<file path="src/rtl/rx_release_ctrl.sv">
module rx_release_ctrl #(
  parameter int MAX_LEN = 2048,
  parameter int THR_00  = 64,
  parameter int THR_01  = 32,
  parameter int THR_10  = 96,
  parameter int THR_11  = 128,
  localparam int CW     = $clog2(MAX_LEN + 1)
) (
  input  logic          clk,
  input  logic          rst_n,
  input  logic          wr_en,
  input  logic          wr_eof,
  input  logic [1:0]    thr_sel,
  input  logic          sf_mode,
  input  logic          dma_done,
  output logic          req,
  output logic [CW-1:0] frame_cnt
);

  logic [CW-1:0] cnt_q;
  logic [1:0]    sel_q;
  logic          sf_q;
  logic          sent_q;
  logic          req_q;

  logic          first;
  logic [1:0]    sel_eff;
  logic          sf_eff;
  logic [CW-1:0] cnt_nxt;
  logic [CW-1:0] thr_val;
  logic          rel;

  assign first   = (cnt_q == '0);
  assign sel_eff = first ? thr_sel : sel_q;
  assign sf_eff  = first ? sf_mode : sf_q;
  assign cnt_nxt = (cnt_q == CW'(MAX_LEN)) ? cnt_q : cnt_q + CW'(1);

  always_comb begin
    case (sel_eff)
      2'b00:   thr_val = CW'(THR_00);
      2'b01:   thr_val = CW'(THR_01);
      2'b10:   thr_val = CW'(THR_10);
      default: thr_val = CW'(THR_11);
    endcase
  end

  assign rel = wr_en && !sent_q && (wr_eof || (!sf_eff && cnt_nxt > thr_val));

  always_ff @(posedge clk or negedge rst_n) begin
    if (!rst_n) begin
      cnt_q  <= '0;
      sel_q  <= '0;
      sf_q   <= 1'b0;
      sent_q <= 1'b0;
    end else if (wr_en) begin
      if (first) begin
        sel_q <= thr_sel;
        sf_q  <= sf_mode;
      end
      cnt_q  <= wr_eof ? '0 : cnt_nxt;
      sent_q <= wr_eof ? 1'b0 : (sent_q | rel);
    end
  end

  always_ff @(posedge clk or negedge rst_n) begin
    if (!rst_n) req_q <= 1'b0;
    else        req_q <= rel | (req_q & ~dma_done);
  end

  assign req       = req_q;
  assign frame_cnt = cnt_q;

endmodule


</file>
<file path="config.mk">
export PLATFORM = sky130hd
export DESIGN_NAME = rx_release_ctrl
export DESIGN_NICKNAME = d
export VERILOG_FILES = /design/src/rtl/rx_release_ctrl.sv
export SDC_FILE = /design/constraint.sdc
export NUM_CORES = 1
export LEC_CHECK = 0
export BUFFER_PORTS_ARGS = -buffer_cell sky130_fd_sc_hd__buf_2
export CAP_MARGIN = 30
export CORE_ASPECT_RATIO = 1.25
export CORE_MARGIN = 2
export CORE_UTILIZATION = 40
export CTS_CLUSTER_DIAMETER = 30
export CTS_CLUSTER_SIZE = 25
export DETAILED_ROUTE_END_ITERATION = 8
export GPL_TIMING_DRIVEN = 1
export PLACE_DENSITY = 0.66
export SLEW_MARGIN = 0
export SYNTH_ARGS = -nofsm -noshare
export SYNTH_HDL_FRONTEND = slang
export SYNTH_SLANG_ARGS = --single-unit
</file>
<file path="constraint.sdc">
create_clock -name clk -period 6.7 [get_ports clk]
set_clock_uncertainty 0.15 [all_clocks]
set_input_delay 1.34 -clock clk [delete_from_list [all_inputs] [get_ports clk]]
set_output_delay 1.34 -clock clk [all_outputs]
set_load 0.02 [all_outputs]
</file>
==> metrics <==
Inserted Diodes=0; Slew HR=61.8%; Required @ worst endpoint=6760 ps; worst r2r src=frame_cnt[0]$_DFFE_PN0P_; total placed cells including tap cells=roughly 190; ys flop type=dfrtp_1; I/O pin cnt=21; post-route insts no fill=192; unrepaired setup endpoints after global routing=false; post-route minimum period=3600 ps; clk root buf=clkbuf_4; CTS tree=yes; global-route wire length before repair=5060 µm; CP Max Fanout=10; die width=53.5 µm; ANT nets after route=0; crit path DAT=3660 ps; initial antenna violation count=0; GRT Overall Usage=between 10% and 20%; CP endpoint kind=flip-flop; DRT Pass-1 Iters=6; YS warnings=0; Post-Syn Instances=around 140; crit path from=frame_cnt[0]$_DFFE_PN0P_; FMAX=277 MHz; multi-input logic area=738 µm²; Hold Fails Final Rpt=0; worst skew pair latency=~300 ps; largest net degree at the start of global routing=18; drc violations=0; final setup violating endpoints=0; IO Port Bufs=20; status=complete, no violations; CTS resizes=0; depth of the most critical reg-to-reg path=12; CP Class=reg -> reg; P per Cell Area=213 nW/µm²; EDFF count, synth=0; worst reg2reg path endpoint=sent_q$_DFFE_PN0P_; die height=65.9 µm; die area=3530 µm²; maximum vdd drop=0.138 mV; commonest non-fill, non-tap cell in the layout=buf_2; CTS Sinks=17; Initial Util=a little over two fifths; GRT overflow=0; CTS buffer count=3; fin. max-slew vios=0; number of buffers added for setup after CTS=0; asr flop ratio synth=between 90% and 100%; fillers=between 200 and 300; TNS Setup=0 ps; vias per inst=around 5.7; static leakage=0.600 nW; sequential fraction of the synthesis area=between 30 and 40%; Placer Congestion=0.874; Reg clk slew, reported paths=approximately 100 ps; Mapped Area=roughly 1200 µm²; final wirelength=2880 µm; initial drt markers=34; DP HPWL=2150 µm; Worst R2R Setup Slack=a little over 3000 ps; Yosys cell types=40; Via Count=between 1000 and 1500; area added between synthesis and finish=11.2%; clk buf depth=2; Tcrit/Tclk final=between 50% and 60%; Hold WC Path Type=reg -> reg; Register Area=425 µm²; crit path capture=sent_q$_DFFE_PN0P_; layout cells sized above 1=21.2%; Nets=171; CTS Hold Bufs=0; commonest cells after routing, fill and taps aside=buf_2 (20), dfrtp_1 (17), o21ai_0 (16); vias in the first global route=between 1000 and 1500; Max-Cap Viols=0; CTS H-tree lvls=1; Rows=22; Core Area=2950 µm²; flops & latches, synth=17; routed len/inst=15.0 µm; CP startpoint kind=flip-flop; syn avg cell area=8.83 µm²; hold_ws=352 ps; worst slew pin tran=568 ps; syn nets=153
## worst min-delay path by stage
stage	startpoint	endpoint	cells after the start	slack, ps
finish	sf_q$_DFFE_PN0P_	sf_q$_DFFE_PN0P_	2	350
global route	sel_q[1]$_DFFE_PN0P_	sel_q[1]$_DFFE_PN0P_	1	410
CTS	sf_q$_DFFE_PN0P_	sf_q$_DFFE_PN0P_	2	360
detailed placement	sf_q$_DFFE_PN0P_	sf_q$_DFFE_PN0P_	2	340
global placement	sf_q$_DFFE_PN0P_	sf_q$_DFFE_PN0P_	2	320
floorplan	sf_q$_DFFE_PN0P_	sf_q$_DFFE_PN0P_	2	300
## per-stage QoR
| stage | setup slack (ps) | instance area [µm²] | utilization (%) | total power, mW |
|---|---|---|---|---|
| after floorplan | 3280 | 1230 | - | 0.210 |
| after global placement | 3230 | 1340 | 45.5 | 0.233 |
| after detailed placement | 3110 | 1340 | 45.5 | 0.235 |
| after CTS | 3080 | 1370 | 46.3 | 0.295 |
| after global routing | 2830 | 1370 | 46.3 | 0.314 |
| final | 3100 | 1370 | 46.3 | 0.291 |
## layer usage
metal  wire length, µm  up-vias  track usage, %  part of all wire [%]
li1                  -      539               -                     -
met1              1280      521            24.9                    44
met2              1380       33            30.6                    48
met3               130        9            2.71                   4.5
met4                89        0            11.2                   3.1
met5                 0        -               0                     0
## cells in the mapped netlist (all sizes together), types with 2 or more instances
cell type / n / share of area [%]
nor2: 11 / 3.4
nor4: 3 / 4.0
o2bb2ai: 2 / 1.4
xnor2: 3 / 2.1
nand3: 5 / 2.0
nand2: 10 / 3.1
a311oi: 2 / 1.4
a21oi: 3 / 1.2
clkbuf: 6 / 1.8
inv: 8 / 2.4
nor2b: 3 / 1.5
or3: 2 / 1.0
and3: 2 / 1.0
o211ai: 2 / 1.2
a22o: 3 / 2.1
dfrtp: 17 / 35
mux2: 5 / 4.9
o31ai: 3 / 1.8
and2: 2 / 1.0
nand2b: 4 / 2.0
nor3: 6 / 2.4
o21ai: 17 / 7.2
ha: 6 / 6.1
## flip-flops by register name (all words and copies together) (netlist names)
| signal | cells |
|---|---|
| sent_q | 1 |
| req | 1 |
| frame_cnt | 12 |
| sf_q | 1 |
| sel_q | 2 |
## kinds of logic (layout without fill, tap and decap cells)
| family | Yosys count | count (layout) | share of synthesized area, % |
|---|---|---|---|
| flops | 17 | 17 | 34.7 |
| mux | 6 | 6 | 5.71 |
| compound gates | 38 | 38 | 20.5 |
| fa+ha+maj | 6 | 6 | 6.12 |
| buf+inv | 15 | 32 | 5.20 |
| simple gates | 53 | 53 | 25.0 |
| xor+xnor | 4 | 4 | 2.85 |
## area by class of cell
type                       count  share of cell area, %
multi-input combinational    107                   54.1
sequential                    17                   31.2
timing repair buffer          20                   7.33
tap                           36                   3.30
inverter                       8                   2.20
clock buffer                   4                   1.92
## critical path: stages (launching register included)
cell and delay [ps]:
dfrtp_1 480, inv_1 90, ha_1 140, or4b_4 500, nor4_4 430, mux2_2 400, ha_1 290, ha_1 170
nor2b_1 100, o21ai_0 100, a221oi_1 280, a211oi_1 110, a311oi_1 260
## where the power goes
| part | switching (mW) | leakage, nW | internal [mW] |
|---|---|---|---|
| logic | 0.0564 | 0.359 | 0.0472 |
| clock network | 0.0346 | 0.0150 | 0.0232 |
| registers | 0.0124 | 0.226 | 0.117 |
Note: power is estimated with default switching activity, not from simulation.
